$ cat config.mk
export PLATFORM = sky130hd
export DESIGN_NAME = nano_ctrl_store
export DESIGN_NICKNAME = d
export VERILOG_FILES = /design/src/rtl/nano_cs_pkg.sv /design/src/rtl/nano_cs_urom.sv /design/src/rtl/nano_cs_nrom.sv /design/src/rtl/nano_cs_decode.sv /design/src/rtl/nano_ctrl_store.sv
export SDC_FILE = /design/constraint.sdc
export NUM_CORES = 1
export LEC_CHECK = 0
export BUFFER_PORTS_ARGS = -buffer_cell sky130_fd_sc_hd__buf_4
export CORE_MARGIN = 1.5
export CORE_UTILIZATION = 50
export CTS_BUF_LIST = sky130_fd_sc_hd__clkbuf_8 sky130_fd_sc_hd__clkbuf_16
export DETAILED_ROUTE_END_ITERATION = 12
export MAX_ROUTING_LAYER = met4
export PLACE_DENSITY = 0.77
export SYNTH_ARGS = -nofsm -noshare
export SYNTH_HDL_FRONTEND = slang
export SYNTH_SLANG_ARGS = --single-unit
export TNS_END_PERCENT = 30
$ cat constraint.sdc
create_clock -name clk_i -period 4.9 [get_ports clk_i]
set_clock_uncertainty 0.15 [all_clocks]
set_input_delay 0.735 -clock clk_i [delete_from_list [all_inputs] [get_ports clk_i]]
set_output_delay 0.735 -clock clk_i [all_outputs]
set_load 0.01 [all_outputs]
$ cat src/rtl/nano_cs_pkg.sv
package nano_cs_pkg;
    localparam int UAW    = 10;
    localparam int NPW    = 9;
    localparam int UWW    = 17;
    localparam int F4     = 4;
    localparam int F3     = 3;
    localparam int NG4    = 8;
    localparam int NG3    = 10;
    localparam int ND     = 6;
    localparam int UDEPTH = 32;
    localparam int NDEPTH = 16;

    localparam int S4      = (1 << F4) - 1;
    localparam int S3      = (1 << F3) - 1;
    localparam int G3_BASE = NG4 * F4;
    localparam int DIR_BASE = G3_BASE + NG3 * F3;
    localparam int NWW     = DIR_BASE + ND;
    localparam int S3_BASE = NG4 * S4;
    localparam int SD_BASE = S3_BASE + NG3 * S3;
    localparam int NSIG    = SD_BASE + ND;
    localparam int KIND_BIT = UWW - 1;
    localparam int COND_BIT = UWW - 2;

    typedef logic [UWW-1:0]  uword_t;
    typedef logic [NWW-1:0]  nword_t;
    typedef logic [NSIG-1:0] ctrl_t;

    typedef struct packed {
        logic [UAW-1:0] upc;
        logic           valid;
        ctrl_t          ctrl;
    } seq_t;

    function automatic uword_t mk_jump(logic c, logic [UAW-1:0] t);
        uword_t w;
        w = '0;
        w[KIND_BIT] = 1'b1;
        w[COND_BIT] = c;
        w[UAW-1:0]  = t;
        return w;
    endfunction

    function automatic uword_t mk_issue(logic [NPW-1:0] p);
        uword_t w;
        w = '0;
        w[NPW-1:0] = p;
        return w;
    endfunction

    // Microprogram contents
    function automatic uword_t micro_word(int a);
        case (a)
            0:       return mk_issue(9'd1);
            1:       return mk_issue(9'd2);
            2:       return mk_issue(9'd1);
            3:       return mk_jump(1'b1, 10'd6);
            4:       return mk_issue(9'd3);
            5:       return mk_jump(1'b0, 10'd0);
            6:       return mk_issue(9'd4);
            7:       return mk_issue(9'd20);
            8:       return mk_jump(1'b0, 10'd40);
            default: return mk_jump(1'b0, 10'd0);
        endcase
    endfunction

    // Nanoword contents, computed per index
    function automatic nword_t nano_word(int idx);
        nword_t w;
        w = '0;
        for (int g = 0; g < NG4; g++) w[g*F4 +: F4] = F4'(idx + g);
        for (int h = 0; h < NG3; h++) w[G3_BASE + h*F3 +: F3] = F3'(idx*3 + h);
        w[DIR_BASE +: ND] = ND'(idx*5 + 1);
        return w;
    endfunction
endpackage

$ cat src/rtl/nano_cs_urom.sv
module nano_cs_urom
    import nano_cs_pkg::*;
#(
    parameter int DEPTH = UDEPTH
) (
    input  logic [UAW-1:0] addr_i,
    output uword_t         word_o
);
    localparam int IW = (DEPTH > 1) ? $clog2(DEPTH) : 1;

    uword_t mem [DEPTH];

    for (genvar i = 0; i < DEPTH; i++) begin : g_fill
        assign mem[i] = micro_word(i);
    end

    always_comb begin
        if (int'(addr_i) < DEPTH) word_o = mem[addr_i[IW-1:0]];
        else                      word_o = mk_jump(1'b0, '0);
    end
endmodule

$ cat src/rtl/nano_cs_nrom.sv
module nano_cs_nrom
    import nano_cs_pkg::*;
#(
    parameter int DEPTH = NDEPTH
) (
    input  logic [NPW-1:0] ptr_i,
    output nword_t         word_o
);
    localparam int IW = (DEPTH > 1) ? $clog2(DEPTH) : 1;

    nword_t mem [DEPTH];

    for (genvar i = 0; i < DEPTH; i++) begin : g_fill
        assign mem[i] = nano_word(i);
    end

    always_comb begin
        if (int'(ptr_i) < DEPTH) word_o = mem[ptr_i[IW-1:0]];
        else                     word_o = '0;
    end
endmodule

$ cat src/rtl/nano_cs_decode.sv
module nano_cs_decode
    import nano_cs_pkg::*;
(
    input  nword_t nword_i,
    output ctrl_t  ctrl_o
);
    for (genvar g = 0; g < NG4; g++) begin : g_wide
        for (genvar k = 1; k <= S4; k++) begin : g_line
            assign ctrl_o[g*S4 + k - 1] = (nword_i[g*F4 +: F4] == F4'(k));
        end
    end

    for (genvar h = 0; h < NG3; h++) begin : g_narrow
        for (genvar k = 1; k <= S3; k++) begin : g_line
            assign ctrl_o[S3_BASE + h*S3 + k - 1] =
                (nword_i[G3_BASE + h*F3 +: F3] == F3'(k));
        end
    end

    assign ctrl_o[SD_BASE +: ND] = nword_i[DIR_BASE +: ND];
endmodule

$ cat src/rtl/nano_ctrl_store.sv
module nano_ctrl_store
    import nano_cs_pkg::*;
#(
    parameter int UDEPTH_P = UDEPTH,
    parameter int NDEPTH_P = NDEPTH
) (
    input  logic            clk_i,
    input  logic            rst_i,
    input  logic            cond_i,
    output logic [NSIG-1:0] ctrl_o,
    output logic            valid_o
);
    uword_t uword;
    nword_t nword;
    ctrl_t  dec;
    seq_t   state_d, state_q;
    logic   is_jump, take;
    logic [COND_BIT-UAW-1:0] rsvd_unused;

    assign rsvd_unused = uword[COND_BIT-1:UAW];

    nano_cs_urom #(.DEPTH(UDEPTH_P)) urom_i (
        .addr_i (state_q.upc),
        .word_o (uword)
    );

    nano_cs_nrom #(.DEPTH(NDEPTH_P)) nrom_i (
        .ptr_i  (uword[NPW-1:0]),
        .word_o (nword)
    );

    nano_cs_decode dec_i (
        .nword_i (nword),
        .ctrl_o  (dec)
    );

    always_comb begin
        state_d = state_q;
        is_jump = uword[KIND_BIT];
        take    = is_jump && (!uword[COND_BIT] || cond_i);
        if (is_jump) begin
            state_d.valid = 1'b0;
            state_d.ctrl  = '0;
            state_d.upc   = take ? uword[UAW-1:0] : state_q.upc + 1'b1;
        end else begin
            state_d.valid = 1'b1;
            state_d.ctrl  = dec;
            state_d.upc   = state_q.upc + 1'b1;
        end
    end

    always_ff @(posedge clk_i) begin
        if (rst_i) state_q <= '0;
        else       state_q <= state_d;
    end

    assign ctrl_o  = state_q.ctrl;
    assign valid_o = state_q.valid;
endmodule

# --- Word-level counts from Yosys, hierarchy flattened ---
# Memories as Yosys holds them, arrays and structs flattened.
# Cells that the tools add are included.
totals:
  ff_bits: 207
  mem_bits_ro: 1632
  inputBits: 3
  output_inout_bits: 197
  wordCells: 217
  n_memories: 2
mem_list:
  columns: ["name", "words", "width", "rd", "rd_clocked_by_memory_dff", "write_ports", "line", "source"]
  rows:
  - ["(no name shown)", 16, 68, 1, 0, 0, "nano_cs_nrom.sv:18", "if (int'(ptr_i) < DEPTH) word_o = mem[ptr_i[IW-1:0]];"]
  - ["(no name shown)", 32, 17, 1, 0, 0, "nano_cs_urom.sv:18", "if (int'(addr_i) < DEPTH) word_o = mem[addr_i[IW-1:0]];"]
classes:
  add_sub_neg: 1
  magnitude_cmp: 4
  eq_ne: 190
  n_mux: 8
  n_bitwise: 3
  reduce_logical: 5
ops:
  columns: ["cell", "count"]
  rows:
  - ["$eq A4 B4 Y1 const B", 64]
  - ["$mux W207", 1]
  - ["$mux W68", 3]
  - ["$eq A4 B3 Y1 const B", 32]
  - ["$eq A3 B3 Y1 const B", 40]
  - ["$eq A4 B2 Y1 const B", 16]
  - ["$eq A3 B2 Y1 const B", 20]
  - ["$mux W17", 3]
  - ["$eq A4 B1 Y1 const B", 8]
  - ["$eq A3 B1 Y1 const B", 10]
  - ["$add A10 B1 Y10 const B", 1]
  - ["$lt A10 B6 Y1 const B", 1]
  - ["$mux W10", 1]
  - ["$lt A9 B5 Y1 const B", 1]
  - ["$ge A6 B6 Y1 const B", 1]
  - ["$not A5 Y6", 1]
  - ["$ge A5 B5 Y1 const B", 1]
  - ["$not A4 Y5", 1]
  - ["$reduce_or A3 Y1", 1]
  - ["$reduce_or A2 Y1", 1]
  - ["$logic_and A1 B1 Y1", 1]
  - ["$logic_not A1 Y1", 1]
  - ["$logic_or A1 B1 Y1", 1]
  - ["$not A1 Y1", 1]

# --- Longest topological paths before layout ---
depth:
  ltp_word: 12
  depth_mapped: 11

# --- By module ---
# Synthesis repeated with hierarchy kept, for this count alone.
unflattened:
  hier_cells: 1058
  area_unflattened_um2: 10651.5
by_module_without_submodules:
  columns: ["mod", "n_inst", "cells_per_inst", "area_each_um2"]
  rows:
  - ["nano_ctrl_store", 1, 672, 7254.5]
  - ["nano_cs_decode", 1, 228, 2297.2]
  - ["nano_cs_nrom", 1, 130, 874.6]
  - ["nano_cs_urom", 1, 28, 225.2]

# --- Worst setup path before layout ---
# OpenSTA, ideal clock, no wires.
synth_path:
  path_type: "register -> register"
  start: "register state_q[199] in the netlist's numbering"
  end: "register state_q (netlist bit ctrl_o[46])"
  setup_time_ps: 79
  arrival_ps: 2749
  setup_slack_ps: 1922
  stages_incl_launch_ff: 9
  path_buffers: 3
  path_cell_list: "dfxtp_1 -> clkbuf_1 -> buf_1 -> mux2i_1 -> or3_1 -> ha_1 -> or4_4 -> buf_6 -> a211oi_2"
synth_between:
  elab_chain_cells: 11
  elab_cells_between_ends: 14
synth_lines:
  columns: ["item", "line", "source"]
  rows:
  - ["start, declared", "nano_ctrl_store.sv:16", "seq_t state_d, state_q;"]
  - ["start signal, assigned", "nano_ctrl_store.sv:54", "else state_q <= state_d;"]
  - ["$not A5 Y6 (implied by the code)", "nano_cs_urom.sv:18", null]
  - ["$mem_v2 Z32 W17", null, null]
  - ["$mux W17 (implied by the code) (2 in series)", "nano_cs_urom.sv:18", null]
  - ["$mux W17 *", "nano_cs_urom.sv:18", null]
  - ["$not A4 Y5 (implied by the code)", "nano_cs_nrom.sv:18", null]
  - ["$mem_v2 Z16 W68", null, null]
  - ["$mux W68 (implied by the code) (2 in series)", "nano_cs_nrom.sv:18", null]
  - ["$mux W68", "nano_cs_nrom.sv:18", null]
  - ["$eq A4 B2 Y1", "nano_cs_decode.sv:9", "assign ctrl_o[g*S4 + k - 1] = (nword_i[g*F4 +: F4] == F4'(k));"]
# Every way passes the cells marked *; elsewhere a longest branch is shown, timed or not. The select of a mux whose other input is x is not followed.
# A chain may end at the register's enable or synchronous reset.

# --- Worst setup path after layout ---
layout_path:
  start: "register state_q[197] in the netlist's numbering"
  end: "register state_q (netlist bit ctrl_o[112])"
layout_between:
  elab_chain_cells: 11
  elab_cells_between_ends: 14
layout_lines:
  columns: ["item", "line"]
  rows:
  - ["$not A5 Y6 (implied by the code)", "nano_cs_urom.sv:18"]
  - ["$mem_v2 Z32 W17", null]
  - ["$mux W17 (implied by the code) (2 in series)", "nano_cs_urom.sv:18"]
  - ["$mux W17 *", "nano_cs_urom.sv:18"]
  - ["$not A4 Y5 (implied by the code)", "nano_cs_nrom.sv:18"]
  - ["$mem_v2 Z16 W68", null]
  - ["$mux W68 (implied by the code) (2 in series)", "nano_cs_nrom.sv:18"]
  - ["$mux W68", "nano_cs_nrom.sv:18"]
  - ["$eq A4 B4 Y1", "nano_cs_decode.sv:9"]
# Marked as above.

==> results.cfg <==
[synth]
async_reset_ff_frac = 0
yosys_warnings = 0
ys_types = 56
synthTopCellsByArea = dfxtp_1 (53%), buf_4 (20%), nor2_1 (5.0%)
ys_ff_latch = 193
synthMuxAreaShare = 0.0186
synth_area_um2 = 7320
synth-seq-area-share = 0.528
synth_compound_area_frac = 0.0571
synth_top_family_by_area = buffers and inverters
synth.largest_area_cell = dfxtp_1
postSynthAreaPerCell_um2 = 9.97
synth-edff-count = 0
ys.flop_type = dfxtp_1
synth_xor_area_frac = 0.00239
synth_top_area_frac = 0.528
synthSimpleGateAreaFrac = 0.138
synth-adder-area-share = 0.0273
synthCells = 734

[placement]
gp_congestion = 0.943
io_buffers = 199
dpl.hpwl_mm = 10.2
place_area_um2 = 7570
dp_worst_setup_slack_ns = 1.18

[finish]
final_cell_mix = buf_4 (203), dfxtp_1 (193), nor2_1 (97)
final_common_cell = buf_4
syn_to_final_growth_pct = 12.4
multi_input_area_um2 = 1880
layout.area.seq_um2 = 3860
fill_cells = 1240
final_nets = 778
post-route-util = 0.570
drive_above_1_share = 0.325
final_area_um2 = 8230
num_antenna_cells = 0

[worst_setup_path]
required_ns = 5.00
endpoint_kind = flop
timing.rr.end = ctrl_o[112]$_SDFF_PP0_
criticalPathCategory = reg2reg
critPathCapture = ctrl_o[112]$_SDFF_PP0_
arrival_ns = 3.88
crit_start = state_q[197]$_SDFF_PP0_
crit_fanout = 14
r2r-start = state_q[197]$_SDFF_PP0_
rr_worst_depth = 7
rrSetupSlack_ns = 1.12
cp-start-kind = flop

[detailed_routing]
wire_per_inst_um = 15.4
drtIter0Drc = 297
vias = 4490
routed_wl_mm = 14.7
drc_errors = 0
first_pass_iters = 6
via_per_inst = 4.70
ant_nets = 0

[status]
status = finished, final reports clean

[cts]
cts-root-buf = clkbuf_16
cts_sinks = 193
ctsHoldBuffers = 0
cts_max_path_buffers = 2
post_cts_resized = 0
cts_setup_buffers = 0
clk-insertion-delay-late_ns = 0.42
clk_pin_slew_ns = 0.07
htreeDepth = 4
numCtsBuffers = 17
cts_tree = done

[sta]
max_slew_margin = 0.111
period_share = 0.772
finalSetupViolations = 0
timing.fmax_mhz = 264
worst_slew_pin_slew_ns = 1.32
maxSlewViolCount = 0
finalWorstSetupSlack_ns = 1.12
rsz0062_at_grt = no
min_period_ns = 3.78
tns_ns = 0
hold_viol_final = 0

[global_routing]
grt_pass1_vias = 4115
grt_overflow = 0
grt_util_all_layers = 0.199
grt_pass1_wl_mm = 22.1
grt_max_degree = 22
grt_antenna_before_repair = 0

[power]
power_density_nw_per_um2 = 383
leakagePower_nw = 3.72
max-vdd-ir-drop_mv = 0.229
finalPower_w = 0.00315

[flow_run]
drv_cap = 0

[floorplanning]
core_area_um2 = 14400
die_w_um = 124
die_h_um = 124
ios = 200
initial_core_util = 0.508
dieArea_um2 = 15400
fp-row-count = 44

[hold_path]
hold_class = in2reg
==> final cells by class <==
type                            instances  share of cell area
Multi-Input combinational cell        325               0.229
Inverter                               19             0.00867
Timing Repair Buffer                  203               0.185
Clock buffer                           17              0.0517
Clock inverter                         15              0.0277
Sequential cell                       193               0.470
Tap cell                              184              0.0280
==> worst min-delay path by stage <==
stage | start | to | slack [ns] | cells past startpoint
5_1_grt | rst_i | state_q[197]$_SDFF_PP0_ | 0.36 | 2
4_1_cts | rst_i | state_q[197]$_SDFF_PP0_ | 0.35 | 2
2_1_floorplan | state_q[203]$_SDFF_PP0_ | state_q[201]$_SDFF_PP0_ | 0.47 | 3
3_5_place_dp | state_q[198]$_SDFF_PP0_ | state_q[200]$_SDFF_PP0_ | 0.53 | 3
6_report | rst_i | state_q[197]$_SDFF_PP0_ | 0.36 | 2
3_3_place_gp | state_q[198]$_SDFF_PP0_ | state_q[200]$_SDFF_PP0_ | 0.53 | 3
==> logic make-up after synthesis <==
group,after synthesis
buffers and inverters,242
and+or+nand+nor,204
DFF,193
AOI/OAI and AO/OA,63
adders and majority gates,16
muxes,13
xor gates and xnor gates,2
other,1
==> power by group <==
| part | switching, W | internal (W) | total (W) | leakage [nW] |
|---|---|---|---|---|
| registers | 0.00000522 | 0.00158 | 0.00159 | 1.56 |
| logic | 0.0000364 | 0.0000259 | 0.0000623 | 1.84 |
| clock network | 0.000592 | 0.000912 | 0.00150 | 0.314 |
==> per-stage QoR <==
step | hold WS (ns) | cells
6_report | 0.365 | 956
5_1_grt | 0.358 | 956
4_1_cts | 0.350 | 956
3_5_place_dp | 0.525 | 924
3_3_place_gp | 0.533 | 924
2_1_floorplan | 0.468 | 760
==> critical path, stage by stage (launching register included) <==
cell      delay, ns
dfxtp_1        0.50
inv_1          0.11
ha_1           0.32
and2_1         0.23
o211ai_1       0.51
ha_1           0.51
o311ai_0       1.17
nor3b_1        0.12
==> state kept, by name, summed over array words and instances (netlist names) <==
register	cells
ctrl_o	182
state_q	10
valid_o	1
==> metal layers <==
metal | wire length, um | global-route usage
met1 | 6250 | 0.243
met2 | 7230 | 0.310
met3 | 844 | 0.0554
met4 | 387 | 0.0838
met5 | 0 | -
==> cell usage after synthesis (all sizes together) (6+ instances only) <==
cell type  number
a21oi          26
mux2i           8
nor3b           6
nand2          14
clkbuf         18
o211ai          6
nand2b          8
nor2           97
dfxtp         193
ha             16
nor3           35
buf           205
nand3          10
inv            18
No activity file was read; power rests on OpenSTA's default activity.
